===== src/rtl/sp_fetch_pkg.sv =====
package sp_fetch_pkg;

    localparam int ADDR_W = 32;
    localparam int WORD_W = 32;

    typedef struct packed {
        logic [ADDR_W-1:0] pc;
        logic [WORD_W-1:0] instr;
    } fetch_entry_t;

    typedef enum logic [1:0] {
        REDIR_NONE,
        REDIR_FIX,
        REDIR_JUMP,
        REDIR_GUESS
    } redir_src_e;

    function automatic logic [ADDR_W-1:0] word_align(input logic [ADDR_W-1:0] a);
        return {a[ADDR_W-1:2], 2'b00};
    endfunction

    // forward (non-negative) offsets are guessed taken
    function automatic logic guess_forward(input logic [ADDR_W-1:0] off);
        return ~off[ADDR_W-1];
    endfunction

endpackage


===== src/rtl/sp_fetch_queue.sv =====
module sp_fetch_queue
    import sp_fetch_pkg::*;
#(
    parameter int DEPTH = 2,
    localparam int PW = (DEPTH > 1) ? $clog2(DEPTH) : 1,
    localparam int CW = $clog2(DEPTH + 1)
) (
    input  logic          clk,
    input  logic          rst,
    input  logic          push,
    input  fetch_entry_t  push_data,
    input  logic          pop,
    input  logic          flush,
    output logic          head_valid,
    output fetch_entry_t  head,
    output logic [CW-1:0] count
);

    fetch_entry_t slots [DEPTH];
    logic [PW-1:0] rd_ptr;
    logic [PW-1:0] wr_ptr;

    function automatic logic [PW-1:0] bump(input logic [PW-1:0] p);
        return (p == PW'(DEPTH - 1)) ? '0 : p + PW'(1);
    endfunction

    assign head_valid = (count != '0);
    assign head       = slots[rd_ptr];

    always_ff @(posedge clk) begin
        if (rst || flush) begin
            rd_ptr <= '0;
            wr_ptr <= '0;
            count  <= '0;
        end else begin
            if (push) begin
                slots[wr_ptr] <= push_data;
                wr_ptr        <= bump(wr_ptr);
            end
            if (pop) begin
                rd_ptr <= bump(rd_ptr);
            end
            unique case ({push, pop})
                2'b10:   count <= count + CW'(1);
                2'b01:   count <= count - CW'(1);
                default: count <= count;
            endcase
        end
    end

endmodule


===== src/rtl/sp_fetch_guess.sv =====
module sp_fetch_guess
    import sp_fetch_pkg::*;
(
    input  logic              clk,
    input  logic              rst,
    input  logic              hint_fire,
    input  logic [ADDR_W-1:0] br_pc,
    input  logic [ADDR_W-1:0] br_off,
    input  logic              res_valid,
    input  logic              res_taken,
    output logic              pred_taken,
    output logic [ADDR_W-1:0] pred_target,
    output logic              mispredict,
    output logic [ADDR_W-1:0] fix_pc
);

    logic              open_q;
    logic              dir_q;
    logic [ADDR_W-1:0] alt_q;
    logic [ADDR_W-1:0] seq_pc;

    assign pred_taken  = guess_forward(br_off);
    assign pred_target = word_align(br_pc + br_off);
    assign seq_pc      = br_pc + ADDR_W'(4);
    assign mispredict  = open_q && res_valid && (res_taken != dir_q);
    assign fix_pc      = alt_q;

    always_ff @(posedge clk) begin
        if (rst) begin
            open_q <= 1'b0;
            dir_q  <= 1'b0;
            alt_q  <= '0;
        end else if (hint_fire && !mispredict) begin
            open_q <= 1'b1;
            dir_q  <= pred_taken;
            alt_q  <= pred_taken ? seq_pc : pred_target;
        end else if (res_valid) begin
            open_q <= 1'b0;
        end
    end

endmodule


===== src/rtl/sp_fetch_port.sv =====
module sp_fetch_port
    import sp_fetch_pkg::*;
#(
    parameter int                DEPTH    = 2,
    parameter logic [ADDR_W-1:0] RESET_PC = 32'h0000_0100,
    localparam int               CW       = $clog2(DEPTH + 1)
) (
    input  logic              clk,
    input  logic              rst,
    input  logic              redirect,
    input  logic [ADDR_W-1:0] redir_pc,
    input  logic [CW-1:0]     q_count,
    input  logic              pop,
    input  logic              imem_gnt,
    input  logic              imem_rvalid,
    output logic              imem_req,
    output logic [ADDR_W-1:0] imem_addr,
    output logic              push,
    output logic [ADDR_W-1:0] push_pc
);

    logic [ADDR_W-1:0] fetch_pc;
    logic [ADDR_W-1:0] hold_addr;
    logic [ADDR_W-1:0] pend_pc;
    logic              hold;
    logic              hold_stale;
    logic              pend;
    logic              pend_stale;
    logic              room;
    logic              fresh;
    logic              granted;

    assign push    = imem_rvalid && pend && !pend_stale && !redirect;
    assign push_pc = pend_pc;

    // space for the word of a new request, even if decode stalls next cycle
    always_comb begin
        room = (int'(q_count) + int'(push) - int'(pop)) < DEPTH;
    end

    assign fresh     = !hold && !redirect && (!pend || imem_rvalid) && room;
    assign imem_req  = hold || fresh;
    assign imem_addr = hold ? hold_addr : fetch_pc;
    assign granted   = imem_req && imem_gnt;

    always_ff @(posedge clk) begin
        if (rst) begin
            fetch_pc   <= word_align(RESET_PC);
            hold       <= 1'b0;
            hold_stale <= 1'b0;
            hold_addr  <= '0;
            pend       <= 1'b0;
            pend_stale <= 1'b0;
            pend_pc    <= '0;
        end else begin
            if (redirect) begin
                fetch_pc <= redir_pc;
            end else if (fresh) begin
                fetch_pc <= fetch_pc + ADDR_W'(4);
            end

            if (imem_req && !imem_gnt) begin
                hold       <= 1'b1;
                hold_addr  <= imem_addr;
                hold_stale <= (hold && hold_stale) || redirect;
            end else begin
                hold       <= 1'b0;
                hold_stale <= 1'b0;
            end

            if (granted) begin
                pend       <= 1'b1;
                pend_pc    <= imem_addr;
                pend_stale <= (hold && hold_stale) || redirect;
            end else if (imem_rvalid) begin
                pend       <= 1'b0;
                pend_stale <= 1'b0;
            end else if (redirect && pend) begin
                pend_stale <= 1'b1;
            end
        end
    end

endmodule


===== src/rtl/sp_fetch.sv =====
module sp_fetch
    import sp_fetch_pkg::*;
#(
    parameter int                DEPTH    = 2,
    parameter logic [ADDR_W-1:0] RESET_PC = 32'h0000_0100
) (
    input  logic              clk,
    input  logic              rst,
    output logic              imem_req,
    output logic [ADDR_W-1:0] imem_addr,
    input  logic              imem_gnt,
    input  logic              imem_rvalid,
    input  logic [WORD_W-1:0] imem_rdata,
    output logic              dec_valid,
    output logic [ADDR_W-1:0] dec_pc,
    output logic [WORD_W-1:0] dec_instr,
    input  logic              dec_ready,
    input  logic              jump_valid,
    input  logic [ADDR_W-1:0] jump_target,
    input  logic              hint_valid,
    input  logic [ADDR_W-1:0] hint_offset,
    input  logic              res_valid,
    input  logic              res_taken
);

    localparam int CW = $clog2(DEPTH + 1);

    fetch_entry_t      head;
    fetch_entry_t      push_data;
    logic [CW-1:0]     q_count;
    logic              pop;
    logic              push;
    logic [ADDR_W-1:0] push_pc;
    logic              jump_fire;
    logic              hint_fire;
    logic              pred_taken;
    logic [ADDR_W-1:0] pred_target;
    logic              mispredict;
    logic [ADDR_W-1:0] fix_pc;
    redir_src_e        redir_src;
    logic [ADDR_W-1:0] redir_pc;
    logic              redirect;

    assign pop       = dec_valid && dec_ready;
    assign jump_fire = pop && jump_valid;
    assign hint_fire = pop && hint_valid && !jump_valid;

    always_comb begin
        redir_src = REDIR_NONE;
        redir_pc  = '0;
        if (mispredict) begin
            redir_src = REDIR_FIX;
            redir_pc  = fix_pc;
        end else if (jump_fire) begin
            redir_src = REDIR_JUMP;
            redir_pc  = word_align(jump_target);
        end else if (hint_fire && pred_taken) begin
            redir_src = REDIR_GUESS;
            redir_pc  = pred_target;
        end
    end

    assign redirect  = (redir_src != REDIR_NONE);
    assign push_data = '{pc: push_pc, instr: imem_rdata};

    sp_fetch_port #(
        .DEPTH    (DEPTH),
        .RESET_PC (RESET_PC)
    ) u_port (
        .clk         (clk),
        .rst         (rst),
        .redirect    (redirect),
        .redir_pc    (redir_pc),
        .q_count     (q_count),
        .pop         (pop),
        .imem_gnt    (imem_gnt),
        .imem_rvalid (imem_rvalid),
        .imem_req    (imem_req),
        .imem_addr   (imem_addr),
        .push        (push),
        .push_pc     (push_pc)
    );

    sp_fetch_queue #(
        .DEPTH (DEPTH)
    ) u_queue (
        .clk        (clk),
        .rst        (rst),
        .push       (push),
        .push_data  (push_data),
        .pop        (pop),
        .flush      (redirect),
        .head_valid (dec_valid),
        .head       (head),
        .count      (q_count)
    );

    sp_fetch_guess u_guess (
        .clk         (clk),
        .rst         (rst),
        .hint_fire   (hint_fire),
        .br_pc       (dec_pc),
        .br_off      (hint_offset),
        .res_valid   (res_valid),
        .res_taken   (res_taken),
        .pred_taken  (pred_taken),
        .pred_target (pred_target),
        .mispredict  (mispredict),
        .fix_pc      (fix_pc)
    );

    assign dec_pc    = head.pc;
    assign dec_instr = head.instr;

endmodule


===== config.mk =====
export PLATFORM = sky130hd
export DESIGN_NAME = sp_fetch
export DESIGN_NICKNAME = d
export VERILOG_FILES = /design/src/rtl/sp_fetch_pkg.sv /design/src/rtl/sp_fetch_queue.sv /design/src/rtl/sp_fetch_guess.sv /design/src/rtl/sp_fetch_port.sv /design/src/rtl/sp_fetch.sv
export SDC_FILE = /design/constraint.sdc
export NUM_CORES = 1
export LEC_CHECK = 0
export ABC_AREA = 1
export BUFFER_PORTS_ARGS = -buffer_cell sky130_fd_sc_hd__buf_2
export CAP_MARGIN = 15
export CORE_UTILIZATION = 53
export CTS_CLUSTER_DIAMETER = 100
export DETAILED_ROUTE_END_ITERATION = 8
export PLACE_DENSITY = 0.8
export SLEW_MARGIN = 20
export SYNTH_ARGS = -nofsm -noshare
export SYNTH_HDL_FRONTEND = slang
export SYNTH_SLANG_ARGS = --single-unit

===== constraint.sdc =====
create_clock -name clk -period 7.7 [get_ports clk]
set_clock_uncertainty 0.05 [all_clocks]
set_input_delay 1.54 -clock clk [delete_from_list [all_inputs] [get_ports clk]]
set_output_delay 1.54 -clock clk [all_outputs]
set_load 0.05 [all_outputs]

==> parameters.txt <==
Parameter                              Value

Status
  Result of the run ... completed

Worst setup path
  Number of cells on the worst reg-to-reg path ... 24
  Delay of the slowest cell on the worst path ... 0.29 ns
  Number of stages on the worst setup path ... 18
  Critical Path Fanout Max ... 16
  Capture point of the critical path ... imem_req
  Crit path required time ... 6.11 ns
  Critical path's top delay family ... buffers and inverters
  Ordered cell list for the critical path ... buf_2 > inv_2 > nand2_1 > nand3_1 > nor2_1 > ha_1 > inv_1 > ha_1 > inv_1 > ha_1 > ha_1 > o21ai_1 > nand3_1 > buf_4 > nor2_2 > inv_2 > nand2_2 > buf_2
  Cell type of the slowest stage on the worst timing path ... sky130_fd_sc_hd__buf_2
  Critical path buffers and inverters ... 7
  Endpoint of the lowest-slack register-to-register path ... u_port.hold_addr[6]
  Launch instance of the worst register-to-register path ... u_queue.count[1]
  Crit Path Category ... primary input to output port
  Crit path arrival time ... 4.79 ns
  Critical path startpoint category ... primary input
  Slack of the worst reg-to-reg path ... 3.11 ns
  Cell mode on critical path ... sky130_fd_sc_hd__ha_1
  Worst setup EP type ... output port
  Worst setup path start ... hint_offset[31]

Timing
  Total negative setup slack ... 0 ns
  Number of max-slew violations in the final report ... 0
  RSZ-0062 raised after global routing ... false
  Normalized max-slew margin ... 29.9%
  Slew at the pin closest to its max-slew limit ... 1.05 ns
  Final setup violation count ... 0
  WHS ... 0.407 ns
  Final critical-path share of the clock period ... 82.8%
  Max Clock Freq ... 157 MHz
  Final period demand of the worst path ... 6.38 ns
  Number of failing hold endpoints at the final stage ... 0

Detailed routing
  Highest routed metal layer ... met4
  Routed length on met1 ... 20.9 mm
  Met2 routed wirelength ... 23.3 mm
  Drt initial violations ... 1,727
  Met3 wirelength from detailed routing ... 4.20 mm
  Number of detailed-routing iterations run before antenna repair ... 6
  Count of antenna-violating nets left after detailed routing ... 0
  Total vias in the final route ... 14,800
  Vias per cell ... 5.68
  Number of remaining DRC errors ... 0
  Total Wirelength ... 51.2 mm
  WL per Instance ... 19.6 um

Yosys
  Post-synthesis sequential area ratio ... 43.8%
  Yosys warning total ... 0
  Mapped Nets ... 2,186
  Number of enable-type register cells in the synthesized netlist ... 128
  Netlist Area Pre-Place ... 15,100 um2
  Distinct cells, synth ... 54
  Post-synthesis cell count ... 2,041
  Post-synthesis register bit count ... 267
  Post-synthesis async set-or-reset flop share ... 0%
  Post-Synthesis Mean Instance Area ... 7.42 um2
  Main synth FF type ... sky130_fd_sc_hd__dfxtp_1

Clock network
  Total clock buffers created by CTS ... 28
  Clock sink total ... 267
  Master cell of the clock root buffer ... sky130_fd_sc_hd__clkbuf_16
  CTS tree ... yes
  Buffer count from post-CTS setup fixing ... 0
  Post-CTS sizing ... 0
  Clock Pin Slew Worst Setup and Hold Paths ... 0.06 ns
  Buffer depth of the longest clock path ... 3
  H-tree lvl count ... 1
  Latest clock arrival within the worst-skew pair ... 0.56 ns
  Hold-fix buffers at CTS ... 0

Place
  HPWL after DPL ... 37.4 mm
  Port Buffers ... 200
  RePlAce Congestion ... 1.01

Pwr
  Worst IR Drop VDD ... 0.371 mV
  LEAKAGE ... 7.60 nW
  Cell area power density ... 354 nW/um2

Floorplan
  Initial cell density of the core ... 54.2%
  I/O pin count ... 203
  Die W ... 171 um
  Die Outline Area ... 29,200 um2
  Die span in y ... 171 um
  Area of the core region ... 27,900 um2
  Number of rows created at floorplan ... 61

Cells and area
  Relative area change from synthesis to final layout ... 14.3%
  Final net count ... 2,354
  Layout cells sized above 1 ... 16.7%
  # diodes ... 0

Min path
  Path class of the lowest-slack min-delay path ... flop to flop

Global routing
  Largest net degree at the start of global routing ... 77
  Wire length of the first global-routing pass ... 75.3 mm
  Number of antenna violations at the first check in global routing ... 0
  Global route total overflow ... 0
  Global router's overall resource usage ... 34.3%
  Via count of the first global-routing pass ... 13,300

Job
  Max-cap violations ... 0
routing by layer:
layer,vias up,global-route usage [%]
met5,-,0
met3,150,4.05
met1,6882,46.1
met4,0,17.3
li1,7063,-
met2,729,54.6
metrics by stage:
stage	setup slack [ns]	utilization [%]	std cells	total power [W]	area [um2]
finish	1.32	62.0	2609	0.00613	17300
global route	1.15	62.0	2609	0.00640	17300
CTS	1.41	62.0	2609	0.00608	17300
detailed placement	1.42	58.6	2557	0.00469	16400
global placement	1.54	58.6	2557	0.00465	16400
floorplan	0.261	-	2041	0.00391	15100
Yosys cell counts, types with 5 or more instances:
cell | n | area share (%)
sky130_fd_sc_hd__a21oi_1 | 148 | 4.9
sky130_fd_sc_hd__a31oi_1 | 13 | 0.54
sky130_fd_sc_hd__buf_2 | 24 | 0.79
sky130_fd_sc_hd__buf_6 | 6 | 0.45
sky130_fd_sc_hd__clkbuf_1 | 43 | 1.1
sky130_fd_sc_hd__dfxtp_1 | 139 | 18
sky130_fd_sc_hd__edfxtp_1 | 128 | 25
sky130_fd_sc_hd__ha_1 | 39 | 3.2
sky130_fd_sc_hd__inv_1 | 169 | 4.2
sky130_fd_sc_hd__inv_2 | 16 | 0.40
sky130_fd_sc_hd__nand2_1 | 594 | 15
sky130_fd_sc_hd__nand2_2 | 31 | 1.3
sky130_fd_sc_hd__nand3_1 | 137 | 4.5
sky130_fd_sc_hd__nand3b_1 | 6 | 0.30
sky130_fd_sc_hd__nand4_1 | 23 | 0.95
sky130_fd_sc_hd__nor2_1 | 216 | 5.4
sky130_fd_sc_hd__nor2_2 | 10 | 0.41
sky130_fd_sc_hd__nor2_4 | 8 | 0.60
sky130_fd_sc_hd__nor3_1 | 24 | 0.79
sky130_fd_sc_hd__nor3_2 | 6 | 0.40
sky130_fd_sc_hd__o21ai_0 | 102 | 3.4
sky130_fd_sc_hd__o21ai_1 | 50 | 1.7
sky130_fd_sc_hd__o21ai_2 | 13 | 0.75
sky130_fd_sc_hd__o21bai_1 | 6 | 0.30
sky130_fd_sc_hd__or2_2 | 8 | 0.33
sky130_fd_sc_hd__xnor2_1 | 5 | 0.29
sky130_fd_sc_hd__xor2_1 | 28 | 1.6
sequential cells by signal, indices dropped and copies added, names as in the netlist, named ones only:
signal and cells:
u_queue.slots 128, u_guess.fix_pc 32, u_port.fetch_pc 32, u_port.hold_addr 32, u_port.push_pc 32, u_queue.count 2, u_guess.dir_q 1, u_guess.open_q 1
u_port.hold 1, u_port.hold_stale 1, u_port.pend 1, u_port.pend_stale 1, u_queue.rd_ptr 1, u_queue.wr_ptr 1
area by class of cell:
class                      count  area [um2]
tap                          378         473
fill                        2498       10600
multi-input combinational   1507        7420
sequential                   267        6630
clock inverter                14         140
inverter                     188         708
clock buffer                  38         811
timing repair buffer         217        1130
where the power goes:
part	switching, W	leakage [nW]	internal [W]
sequential	0.000208	2.30	0.00171
clock	0.000582	0.462	0.000808
combinational	0.00214	4.84	0.000680
total	0.00293	7.60	0.00320
logic make-up (layout without fill, tap and decap cells):
family	Yosys count	after routing	synth area share [%]
and+or+nand+nor	1082	1082	31.0
AOI/OAI and AO/OA	352	352	12.6
buffers and inverters	267	457	7.34
xor gates and xnor gates	33	33	1.91
DFF	267	267	43.8
adders and majority gates	40	40	3.36
worst min path at each step:
stage | from | to | slack (ns) | cells past startpoint
floorplan | u_port.push_pc[0] | u_queue.slots[0][32] | 0.38 | 0
global placement | u_port.push_pc[6] | u_queue.slots[0][38] | 0.38 | 0
detailed placement | u_port.push_pc[12] | u_queue.slots[1][44] | 0.39 | 0
CTS | u_port.push_pc[28] | u_queue.slots[1][60] | 0.40 | 0
global route | u_port.push_pc[3] | u_queue.slots[1][35] | 0.42 | 0
finish | u_port.push_pc[3] | u_queue.slots[0][35] | 0.41 | 0
worst register-to-register path, delay by kind of cell (launching register included):
family / cells / cell delay, ns
AOI/OAI and AO/OA: 2 / 0.20
adders and majority gates: 4 / 0.88
buffers and inverters: 8 / 1.20
DFF: 1 / 0.35
and+or+nand+nor: 10 / 1.79
placed cells by master, fill, tap and decap left out, drive strengths merged, types with 24 or more instances in the layout:
master  instances
nand2         629
nor2          236
buf           217
inv           187
o21ai         165
a21oi         151
dfxtp         139
nand3         139
edfxtp        128
ha             39
clkbuf         38
nor3           32
xor2           28
nand4          24
(Power assumes the default switching activity.)
